$ cat config.mk
export PLATFORM = sky130hd
export DESIGN_NAME = rtc_timebase
export DESIGN_NICKNAME = d
export VERILOG_FILES = /design/src/rtl/rtcp_pkg.sv /design/src/rtl/rtc_host_port.sv /design/src/rtl/rtc_divider.sv /design/src/rtl/rtc_event_flags.sv /design/src/rtl/rtc_timebase.sv
export SDC_FILE = /design/constraint.sdc
export NUM_CORES = 1
export LEC_CHECK = 0
export ABC_AREA = 1
export BUFFER_PORTS_ARGS = -buffer_cell sky130_fd_sc_hd__buf_2
export CAP_MARGIN = 20
export CORE_ASPECT_RATIO = 2
export CORE_MARGIN = 2
export CORE_UTILIZATION = 50
export DETAILED_ROUTE_END_ITERATION = 12
export PLACE_DENSITY = 0.69
export REMOVE_ABC_BUFFERS = 1
export SYNTH_ARGS = -nofsm -noshare
export SYNTH_HDL_FRONTEND = slang
export SYNTH_SLANG_ARGS = --single-unit
$ cat constraint.sdc
create_clock -name clk -period 4.1 [get_ports clk]
set_input_delay 0.41 -clock clk [delete_from_list [all_inputs] [get_ports clk]]
set_output_delay 0.41 -clock clk [all_outputs]
set_load 0.01 [all_outputs]
$ cat src/rtl/rtcp_pkg.sv
`timescale 1ns/1ps
package rtcp_pkg;
  localparam int unsigned DATA_W = 8;
  localparam int unsigned RATE_W = 4;
  localparam logic [DATA_W-1:0] OFF_A = 8'h0A;
  localparam logic [DATA_W-1:0] OFF_B = 8'h0B;
  localparam logic [DATA_W-1:0] OFF_C = 8'h0C;
  localparam logic [2:0] DIV_RUN = 3'b010;
  localparam logic [6:0] A_RESET = 7'h70;
  localparam logic [DATA_W-1:0] B_RESET = 8'h00;

  typedef struct packed {
    logic periodic;
    logic alarm;
    logic update;
  } evt_t;
endpackage

$ cat src/rtl/rtc_host_port.sv
`timescale 1ns/1ps
module rtc_host_port
  import rtcp_pkg::*;
(
  input  logic              clk,
  input  logic              rst,
  input  logic              addr_we,
  input  logic              data_we,
  input  logic              data_re,
  input  logic [DATA_W-1:0] wdata,
  input  evt_t              flags_i,
  input  logic              irq_i,
  output logic [6:0]        a_q,
  output logic [DATA_W-1:0] b_q,
  output logic [DATA_W-1:0] rdata_q,
  output logic              c_read_o
);
  logic [DATA_W-1:0] idx_q;
  logic [DATA_W-1:0] rd_mux;

  assign c_read_o = data_re && (idx_q == OFF_C);

  always_comb begin
    unique case (idx_q)
      OFF_A:   rd_mux = {1'b0, a_q};
      OFF_B:   rd_mux = b_q;
      OFF_C:   rd_mux = {irq_i, flags_i.periodic, flags_i.alarm, flags_i.update, 4'b0000};
      default: rd_mux = '0;
    endcase
  end

  always_ff @(posedge clk) begin
    if (rst) begin
      idx_q   <= '0;
      a_q     <= A_RESET;
      b_q     <= B_RESET;
      rdata_q <= '0;
    end else begin
      if (addr_we) idx_q <= wdata;
      if (data_we && idx_q == OFF_A) a_q <= wdata[6:0];
      if (data_we && idx_q == OFF_B) b_q <= wdata;
      if (data_re) rdata_q <= rd_mux;
    end
  end

  // a data write to register A lands one edge later
  assert_a_write_R2: assert property (@(posedge clk) disable iff (rst)
    (data_we && idx_q == OFF_A) |=> (a_q == $past(wdata[6:0])));
endmodule

$ cat src/rtl/rtc_divider.sv
`timescale 1ns/1ps
module rtc_divider
  import rtcp_pkg::*;
#(
  parameter int unsigned DIV_W = 15
) (
  input  logic              clk,
  input  logic              rst,
  input  logic              tick_i,
  input  logic              run_i,
  input  logic              halt_i,
  input  logic [RATE_W-1:0] rate_i,
  output logic              update_o,
  output logic              periodic_o
);
  localparam logic [DIV_W-1:0] MID = DIV_W'(1) << (DIV_W - 1);

  logic [DIV_W-1:0] cnt_q;
  logic [DIV_W-1:0] cnt_nx;
  logic [DIV_W-1:0] tap_mask;

  assign cnt_nx = cnt_q + DIV_W'(1);

  always_comb begin
    if (rate_i == '0) tap_mask = '0;
    else tap_mask = (DIV_W'(1) << (rate_i - RATE_W'(1))) - DIV_W'(1);
  end

  always_ff @(posedge clk) begin
    if (rst) begin
      cnt_q      <= MID;
      update_o   <= 1'b0;
      periodic_o <= 1'b0;
    end else begin
      update_o   <= 1'b0;
      periodic_o <= 1'b0;
      if (!run_i) begin
        cnt_q <= MID;
      end else if (tick_i) begin
        cnt_q      <= cnt_nx;
        update_o   <= (cnt_nx == '0) && !halt_i;
        periodic_o <= (rate_i != '0) && ((cnt_nx & tap_mask) == '0);
      end
    end
  end

  // a stopped divider sits at its half-way point
  assert_hold_mid_R3: assert property (@(posedge clk) disable iff (rst)
    !run_i |=> (cnt_q == MID));
  // no update pulse follows a cycle with halt set
  assert_no_update_halted_R6: assert property (@(posedge clk) disable iff (rst)
    update_o |-> ($past(halt_i) == 1'b0));
endmodule

$ cat src/rtl/rtc_event_flags.sv
`timescale 1ns/1ps
module rtc_event_flags
  import rtcp_pkg::*;
(
  input  logic clk,
  input  logic rst,
  input  evt_t set_i,
  input  logic clear_i,
  input  evt_t en_i,
  output evt_t flags_q,
  output logic irq_q
);
  evt_t flag_d;

  always_comb begin
    flag_d = clear_i ? evt_t'('0) : flags_q;
    flag_d = flag_d | set_i;
  end

  always_ff @(posedge clk) begin
    if (rst) begin
      flags_q <= '0;
      irq_q   <= 1'b0;
    end else begin
      flags_q <= flag_d;
      irq_q   <= |(flag_d & en_i);
    end
  end

  // a clearing read with no new event empties the register
  assert_clear_on_read_R8: assert property (@(posedge clk) disable iff (rst)
    (clear_i && set_i == '0) |=> (flags_q == '0));
  // an update event is captured one edge later
  assert_update_captured_R7: assert property (@(posedge clk) disable iff (rst)
    set_i.update |=> flags_q.update);
  // interrupt never stands without a flag
  assert_irq_needs_flag_R9: assert property (@(posedge clk) disable iff (rst)
    irq_q |-> (flags_q != '0));
endmodule

$ cat src/rtl/rtc_timebase.sv
`timescale 1ns/1ps
module rtc_timebase
  import rtcp_pkg::*;
#(
  parameter int unsigned DIV_W = 15
) (
  input  logic       clk,
  input  logic       rst,
  input  logic       tick_in,
  input  logic       alarm_in,
  input  logic       host_addr_we,
  input  logic       host_data_we,
  input  logic       host_data_re,
  input  logic [7:0] host_wdata,
  output logic [7:0] host_rdata,
  output logic       update_pulse,
  output logic       periodic_pulse,
  output logic       irq
);
  logic [6:0]        a_q;
  logic [DATA_W-1:0] b_q;
  logic              c_read;
  evt_t              flags;
  evt_t              events;
  evt_t              enables;
  logic              irq_q;

  rtc_host_port u_port (
    .clk      (clk),
    .rst      (rst),
    .addr_we  (host_addr_we),
    .data_we  (host_data_we),
    .data_re  (host_data_re),
    .wdata    (host_wdata),
    .flags_i  (flags),
    .irq_i    (irq_q),
    .a_q      (a_q),
    .b_q      (b_q),
    .rdata_q  (host_rdata),
    .c_read_o (c_read)
  );

  rtc_divider #(.DIV_W(DIV_W)) u_div (
    .clk        (clk),
    .rst        (rst),
    .tick_i     (tick_in),
    .run_i      (a_q[6:4] == DIV_RUN),
    .halt_i     (b_q[7]),
    .rate_i     (a_q[3:0]),
    .update_o   (update_pulse),
    .periodic_o (periodic_pulse)
  );

  assign events  = '{periodic: periodic_pulse, alarm: alarm_in, update: update_pulse};
  assign enables = '{periodic: b_q[6], alarm: b_q[5], update: b_q[4]};

  rtc_event_flags u_flags (
    .clk     (clk),
    .rst     (rst),
    .set_i   (events),
    .clear_i (c_read),
    .en_i    (enables),
    .flags_q (flags),
    .irq_q   (irq_q)
  );

  assign irq = irq_q;
endmodule

* Yosys cells after proc, flatten, opt, wreduce, memory -nomap -nowiden
Index checks and enable logic that the tools add are counted.
** Storage, ports and cells
- Bits in registers :: 52
- Bits in latches :: 0
- RAM bits :: 0
- Bits in read-only memories :: 0
- Bits of input ports :: 15
- Output and inout bits :: 11
- Logic and storage cells :: 40
- Memories kept :: 0
** Cells by class
- $add $sub $neg :: 3
- Multipliers :: 0
- Divide/modulo/power cells :: 0
- Magnitude comparators :: 0
- Eq/ne operators :: 4
- Shift-type cells :: 1
- Multiplexer cells :: 3
- Bitwise logic cells :: 5
- Reductions and logical operators :: 13
** Operators by type and width (number)
- 15-bit logical NOT :: 2
- 8-bit by 4-bit == test with 1-bit output, second input constant :: 3
- 8-bit case mux with 3 select lines :: 1
- 15-bit by 1-bit adder with 15-bit output, second input constant :: 1
- 15-bit AND :: 1
- 15-bit two-way mux :: 1
- 1-bit by 4-bit left shift with 15-bit output, first input constant :: 1
- 15-bit by 2-bit subtractor with 15-bit output, second input constant :: 1
- 3-bit OR reduction :: 2
- 1-bit logical AND :: 5
- 4-bit logical NOT :: 1
- 4-bit nonzero test :: 1
- 4-bit by 1-bit subtractor with 4-bit output, second input constant :: 1
- 3-bit AND :: 1
- 3-bit by 2-bit == test with 1-bit output, second input constant :: 1
- 3-bit two-way mux :: 1
- 3-bit OR :: 1
- 1-bit NOT :: 2
- 2-bit OR reduction :: 1
- 1-bit logical NOT :: 1

* Longest topological paths before layout
Gate-level depths: netlist of run 1.
- Depth in word-level cells :: 7
- Gate-level depth with buffers :: 14
- Mapped depth without buffers :: 13

* Modules after synthesis
From an unflattened synthesis of run 1, not the netlist that was laid out.
** Unflattened totals
- Cells, all modules :: 476
- Area, all modules :: 3084.2 µm²
** Modules (own cells, without submodules)
- rtc_divider :: times used 1, cells an instance 274, area each 1549.0 µm², sequential area each 340.3 µm²
- rtc_host_port :: times used 1, cells an instance 175, area each 1356.3 µm², sequential area each 620.6 µm²
- rtc_event_flags :: times used 1, cells an instance 24, area each 165.2 µm², sequential area each 80.1 µm²
- rtc_timebase :: times used 1, cells an instance 3, area each 13.8 µm², sequential area each 0.0 µm²

* Worst setup path before layout of run 1
OpenSTA, ideal clock, no wires.
- Kind :: reg2reg
- From :: reg u_port.a_q[2]
- To :: reg u_div.periodic_o
- Arrival :: 1.580 ns
- Setup slack :: 2.458 ns
- Stages on the path, launching flop included :: 15
- Path buffers :: 1
- Clock period less this slack :: 1.642 ns
- Path through :: dfxtp_1 -> buf_6 -> nor2_1 -> nand3_1 -> ha_1 -> nor2_1 -> a21oi_1 -> nand2_1 -> nor2_1 -> nand3_1 -> nor2_1 -> nand2_1 -> nor2_1 -> nand2_1 -> nor2_2
** On the way
- Cells in the longest elaborated chain, start to end :: 7
- Elaborated cells on any way between the ends :: 9
- Those cells by class :: add/sub (2); shift (1); mux (1); bitwise (1); reduce/logical (4)
** RTL lines
- from (decl) :: RTL line rtc_host_port.sv:13 : output logic [6:0] a_q,
- from (signal assigned) :: RTL line rtc_host_port.sv:40 : if (data_we && idx_q == OFF_A) a_q <= wdata[6:0];
- 4-bit by 1-bit subtractor with 4-bit output :: RTL line rtc_divider.sv:26 : else tap_mask = (DIV_W'(1) << (rate_i - RATE_W'(1))) - DIV_W'(1);
- 1-bit by 4-bit left shift with 15-bit output :: RTL line rtc_divider.sv:26
- 15-bit by 2-bit subtractor with 15-bit output :: RTL line rtc_divider.sv:26
- 15-bit two-way mux :: RTL line rtc_divider.sv:25 : if (rate_i == '0) tap_mask = '0;
- 15-bit AND :: RTL line rtc_divider.sv:42 : periodic_o <= (rate_i != '0) && ((cnt_nx & tap_mask) == '0);
- 15-bit logical NOT :: RTL line rtc_divider.sv:42
- 1-bit logical AND (*) :: RTL line rtc_divider.sv:42
- to (signal assigned) :: RTL line rtc_divider.sv:42
- to (decl) :: RTL line rtc_divider.sv:14 : output logic periodic_o
Every way passes the cells marked *; elsewhere a longest branch is shown, timed or not.
A chain may end at the register's enable or synchronous reset.

* Worst setup path in the final report of run 1
Same ends and word-level chain as after synthesis.

==> results of run 1 <==
## state kept, by name, indices dropped and copies added, names as in the netlist
name / flops
u_port.a_q: 7
u_port.rdata_q: 8
u_div.periodic_o: 1
u_div.cnt_q: 15
u_div.update_o: 1
u_flags.irq_q: 1
u_port.idx_q: 8
u_port.b_q: 8
u_flags.flags_q: 3
## power by group through the flow
| stage | clock, mW | sequential, mW | combinational (mW) |
|---|---|---|---|
| after floorplan | 0 | 0.527 | 0.0251 |
| after global placement | 0 | 0.528 | 0.0446 |
| after detailed placement | 0 | 0.529 | 0.0449 |
| after CTS | 0.427 | 0.517 | 0.0451 |
| after global routing | 0.440 | 0.518 | 0.0521 |
| final | 0.414 | 0.517 | 0.0446 |
## metal layers
layer / vias up / global-route usage [%] / part of all wire [%]
met3: 7 / 4.20 / 3.1
met4: 0 / 8.68 / 1.9
met5: - / 0 / 0
met1: 1196 / 27.7 / 46
li1: 1463 / - / -
met2: 33 / 34.2 / 49
## cell usage after synthesis, drive strengths merged
library cell  count
a21o              3
a21oi            39
buf               7
clkbuf            6
clkinv            2
dfxtp            52
ha                3
inv              71
nand2           115
nand3            35
nand3b            1
nand4             6
nor2             45
nor3              7
nor4              2
o2111ai           1
o211ai           10
o21ai            35
xor2              6
## critical path: stages, from the launching register on
cell and delay [ps]:
dfxtp_1 620, nor2_1 120, nand3_1 90, ha_1 300, nand3_2 140, nor2_4 180, nand2_1 70, nand2_1 70
nor2_1 40, nor2_1 90, nand2_1 60, nor2_2 70
## kinds of logic after synthesis
group / count (synthesis) / synth area share, %
AOI/OAI and AO/OA: 88 / 16.7
xor gates and xnor gates: 6 / 1.84
adders and majority gates: 3 / 1.31
buffers and inverters: 86 / 11.8
DFF: 52 / 36.4
and+or+nand+nor: 211 / 32.1
## layout make-up
type                            instances  area [um2]
Inverter                               73         274
Clock inverter                          2        16.3
Clock buffer                            6         129
Sequential cell                        52        1040
Tap cell                               61        76.3
Timing Repair Buffer                   25         125
Fill cell                             574        2470
Multi-Input combinational cell        308        1480
## through the flow
step | util, % | hold slack [ps] | setup slack (ps)
finish | 56.1 | 354 | 2180
global route | 56.1 | 371 | 1940
CTS | 56.1 | 357 | 2200
detailed placement | 53.5 | 454 | 2220
global placement | 53.5 | 450 | 2220
floorplan | - | 446 | 2430
## path summary, 6_finish.rpt
kind	endpoint	slack, ps	cells after the start
min reg2reg	u_port.rdata_q[0]	460	2
max	u_div.periodic_o	2180	11
max reg2reg	u_div.periodic_o	2180	11
min	u_port.a_q[5]	350	3
## cell usage in the layout, fill, tap and decap left out, types with 3 or more instances in the layout
master,instances
a21o_1,3
nand4_1,5
o211ai_1,10
a21oi_1,39
xor2_1,6
nand2_2,6
o21ai_0,34
dfxtp_1,52
ha_1,3
nor3_1,7
inv_1,67
nand2_1,109
clkbuf_16,5
nor2_1,40
buf_2,25
inv_2,4
nor2_2,3
nand3_1,34
==> impl_metrics.csv, run 1 <==
group,metric,value,unit
run_status,outcome,"finished, final reports clean",
routing,routed-via-count,2699,
synth,synth.top_cells.by_area,"dfxtp_1 (36%), nand2_1 (14%), inv_1 (8.8%), a21oi_1 (6.8%), nand3_1 (5.9%)",
sta,hold_violations,0,
placement,place_congestion,0.869,
die,die_h,111,um
sta,slew_headroom,43.0,%
synth,synthDistinctLibCells,28,
global_routing,grt_pass1_vias,2451,
clock_network,hold_buffers,0,
placement,io_buffers,25,
clock_network,post_cts_buffers,0,
clock_network,cts-root-buf,"clkbuf_16",
worst_setup_path,cp-end-kind,"flop",
sta,setup_viol,0,
finish,nets,483,
synth,yosysTopAreaCellShare,36.4,%
worst_setup_path,crit_start,"u_port.a_q[2]",
clock_network,clkLatencyLatePin,290,ps
clock_network,cts_buffers,5,
placement,post_dp_cell_area,3000,um2
routing,via_per_inst,5.12,
clock_network,numClockSinks,52,
power_and_ir_drop,switching_share,22.7,%
sta,finalCritPeriodShare,46.8,%
routing,drtIter0Drc,124,
power_and_ir_drop,seqPwrFrac,53.0,%
worst_setup_path,arrival,2150,ps
placement,dp_hpwl,4800,um
die,die_x,57.5,um
synth,yosysTopAreaCell,"dfxtp_1",
worst_setup_path,crit_fanout,12,
global_routing,grt_first_pass_wirelength,10900,um
power_and_ir_drop,combPwrFrac,4.6,%
sta,fin_skew,6.45,ps
worst_hold_path,hold_path.class,"input pin to flop",
finish,final_cells,527,
finish,syn_to_final_growth,9.93,%
sta,max_freq,521,MHz
finish,num_antenna_cells,0,
sta,finalCriticalPeriod,1920,ps
synth,syn_inst,446,
worst_setup_path,cp.required,4330,ps
power_and_ir_drop,ir_worst_vdd,436,uV
global_routing,antenna_found_initial,0,
worst_setup_path,worst_setup_path_start_kind,"flop",
routing,first_pass_iters,4,
power_and_ir_drop,p_clk_share,42.4,%
synth,ys_warn_count,0,
clock_network,clk_pin_slew_worst_paths,70,ps
clock_network,cts_resized,0,
sta,tightest_slew,852,ps
synth,ys_seq_elements,52,
power_and_ir_drop,p_switching,0.222,mW
die,core,5610,um2
routing,wl_per_cell,12.1,um
power_and_ir_drop,powerDensity,310,nW/um2
synth,syn_area,2860,um2
global_routing,grt_usage,21.5,%
die,rows,39,
routing,drc,0,
die,io_pins,26,
die,start_util,51.0,%
sta,rsz0062_at_grt,"no",
finish,final_area,3150,um2
sta,maxSlewViolCount,0,
worst_setup_path,critical_path_class,"flop to flop",
clock_network,cts_buffer_depth,2,
worst_setup_path,worstReg2RegStart,"u_port.a_q[2]",
global_routing,grt_remaining_overflow,0,
power_and_ir_drop,p_total,0.976,mW
finish,drive_above_1_share,10.5,%
synth,synth-seq-area-share,36.4,%
clock_network,cts-htree-levels,2,
power_and_ir_drop,power.internal,0.754,mW
power_and_ir_drop,p_leak,1.56,nW
sta,fin_tns_setup,0,ps
placement,dp_cells,519,
worst_hold_path,hold_path.startpoint,"host_wdata[5]",
job,maxCapViolCount,0,
clock_network,cts_tree,"done",
routing,final_antenna_net_count,0,
die,die_area,6380,um2
global_routing,grt_max_degree,26,
routing,wl,6380,um
synth,synth_area_per_cell,6.42,um2
Note: power is estimated with default switching activity, not from simulation.
==> inputs of run 2 (changes only) <==
--- a/config.mk
+++ b/config.mk
@@ -12,7 +12,7 @@
 export CORE_MARGIN = 2
 export CORE_UTILIZATION = 50
 export DETAILED_ROUTE_END_ITERATION = 12
-export PLACE_DENSITY = 0.69
+export PLACE_DENSITY = 0.72
 export REMOVE_ABC_BUFFERS = 1
 export SYNTH_ARGS = -nofsm -noshare
 export SYNTH_HDL_FRONTEND = slang
==> constraint.sdc (replaced) <==
create_clock -name clk -period 1.7 [get_ports clk]
set_input_delay 0.17 -clock clk [delete_from_list [all_inputs] [get_ports clk]]
set_output_delay 0.17 -clock clk [all_outputs]
set_load 0.01 [all_outputs]
==> impl_metrics.csv, run 2 (synthesis results as in run 1) <==
group,metric,value,unit
sta,maxSlewViolCount,0,
routing,first_pass_iters,5,
finish,syn_to_final_growth,16.6,%
routing,routed-via-count,2829,
die,die_x,57.5,um
die,io_pins,26,
clock_network,cts-htree-levels,2,
sta,hold_violations,0,
die,core,5610,um2
worst_setup_path,cp.required,1930,ps
global_routing,grt_remaining_overflow,0,
clock_network,cts_tree,"done",
finish,nets,498,
sta,setup_viol,0,
finish,final_common_cell,"nand2_1",
die,rows,39,
placement,place_ws,20.7,ps
global_routing,grt_first_pass_wirelength,11200,um
sta,tightest_slew,415,ps
routing,wl_per_cell,12.3,um
finish,largest_reg_flops,15,
sta,rsz0062_at_grt,"yes",
finish,drive_above_1_share,17.0,%
worst_setup_path,arrival,1890,ps
placement,dp_hpwl,4990,um
worst_setup_path,reg2reg_slack,40,ps
clock_network,cts_buffer_depth,2,
routing,drtIter0Drc,162,
routing,final_antenna_net_count,0,
placement,io_buffers,25,
global_routing,grt_max_degree,26,
clock_network,numClockSinks,52,
sta,fin_skew,6.24,ps
clock_network,clk_pin_slew_worst_paths,70,ps
clock_network,hold_buffers,0,
sta,finalCritPeriodShare,97.7,%
routing,wl,6650,um
finish,largest-register,"u_div.cnt_q",
worst_setup_path,critical_path_class,"flop to flop",
die,die_area,6380,um2
sta,finalCriticalPeriod,1660,ps
global_routing,antenna_found_initial,0,
run_status,outcome,"finished, final reports clean",
routing,drc,0,
power_and_ir_drop,powerDensity,704,nW/um2
finish,num_antenna_cells,0,
power_and_ir_drop,ir_worst_vdd,959,uV
clock_network,cts-root-buf,"clkbuf_16",
finish,nFillCells,531,
worst_hold_path,hold_path.class,"input pin to flop",
routing,via_per_inst,5.22,
clock_network,cts_buffers,5,
global_routing,grt_usage,22.0,%
worst_setup_path,cp-end-kind,"flop",
power_and_ir_drop,p_leak,1.64,nW
job,maxCapViolCount,0,
sta,fin_tns_setup,0,ps
finish,final_cell_mix,"nand2_1 (108), inv_1 (67), dfxtp_1 (46)",
sta,layout_setup_ws,39.3,ps
sta,slew_headroom,72.1,%
clock_network,post_cts_buffers,0,
die,die_h,111,um
die,start_util,51.0,%
sta,max_freq,602,MHz
global_routing,grt_pass1_vias,2618,
worst_setup_path,worst_setup_path_start_kind,"flop",
worst_setup_path,crit_fanout,4,
placement,place_congestion,0.922,
clock_network,clkLatencyLatePin,290,ps
-- run 2: cell count changes in the layout (fill, tap and decap cells not counted), sizes merged --
cell,change
buf,+15
-- run 2: final timing paths --
path / depth (start not counted) / to / from
worst max-delay path: 13 / u_div.periodic_o / u_port.a_q[1]
worst min-delay path: 3 / u_port.a_q[5] / host_wdata[5]
worst max register to register: 13 / u_div.periodic_o / u_port.a_q[1]
worst min register to register: 2 / u_port.rdata_q[0] / u_port.rdata_q[0]
-- run 2: per-stage QoR --
| stage | util [%] | cells | hold WS [ps] | area (um2) | power (mW) |
|---|---|---|---|---|---|
| final | 59.5 | 542 | 114 | 3340 | 2.35 |
| after global routing | 59.5 | 542 | 138 | 3340 | 2.42 |
| after CTS | 58.1 | 542 | 111 | 3260 | 2.38 |
| after detailed placement | 55.5 | 534 | 413 | 3110 | 1.40 |
| after global placement | 55.5 | 534 | 413 | 3110 | 1.39 |
| after floorplan | - | 433 | 239 | 2800 | 1.33 |
-- run 2: repair_timing --
action | CTS | global route
hold endpoints to repair | 0 | 0
gates resized for setup | 0 | 21
endpoints found under the setup margin | 0 | 5
-- run 2: metal layers --
layer	wire, um	GRT usage [%]	up-vias
met1	2990	28.3	1252
met4	219	10.1	0
met2	3140	34.7	68
li1	-	-	1492
met5	0	0	-
met3	306	3.97	17
-- run 2: where the power goes --
group / switching [mW] / internal, mW
Clock: 0.433 / 0.549
Combinational: 0.0779 / 0.0453
Sequential: 0.0112 / 1.24
-- run 2: final cells by class --
cell class | instances | area [um2] | area share (%)
timing repair buffer | 40 | 238 | 7.12
sequential | 52 | 1050 | 31.4
inverter | 73 | 274 | 8.21
clock inverter | 2 | 16.3 | 0.487
tap | 61 | 76.3 | 2.29
clock buffer | 6 | 129 | 3.86
multi-input combinational | 308 | 1560 | 46.6
-- run 2: critical path: stages (launching register included) --
cell,delay (ps)
dfxtp_2,340
nor2_2,110
nand3_2,120
ha_4,270
nor2_1,30
a21oi_1,120
nand2_1,60
nor2_1,80
nand3_1,90
nor2_1,90
nand2_1,50
nor2_1,90
nand2_1,70
nor2_2,60
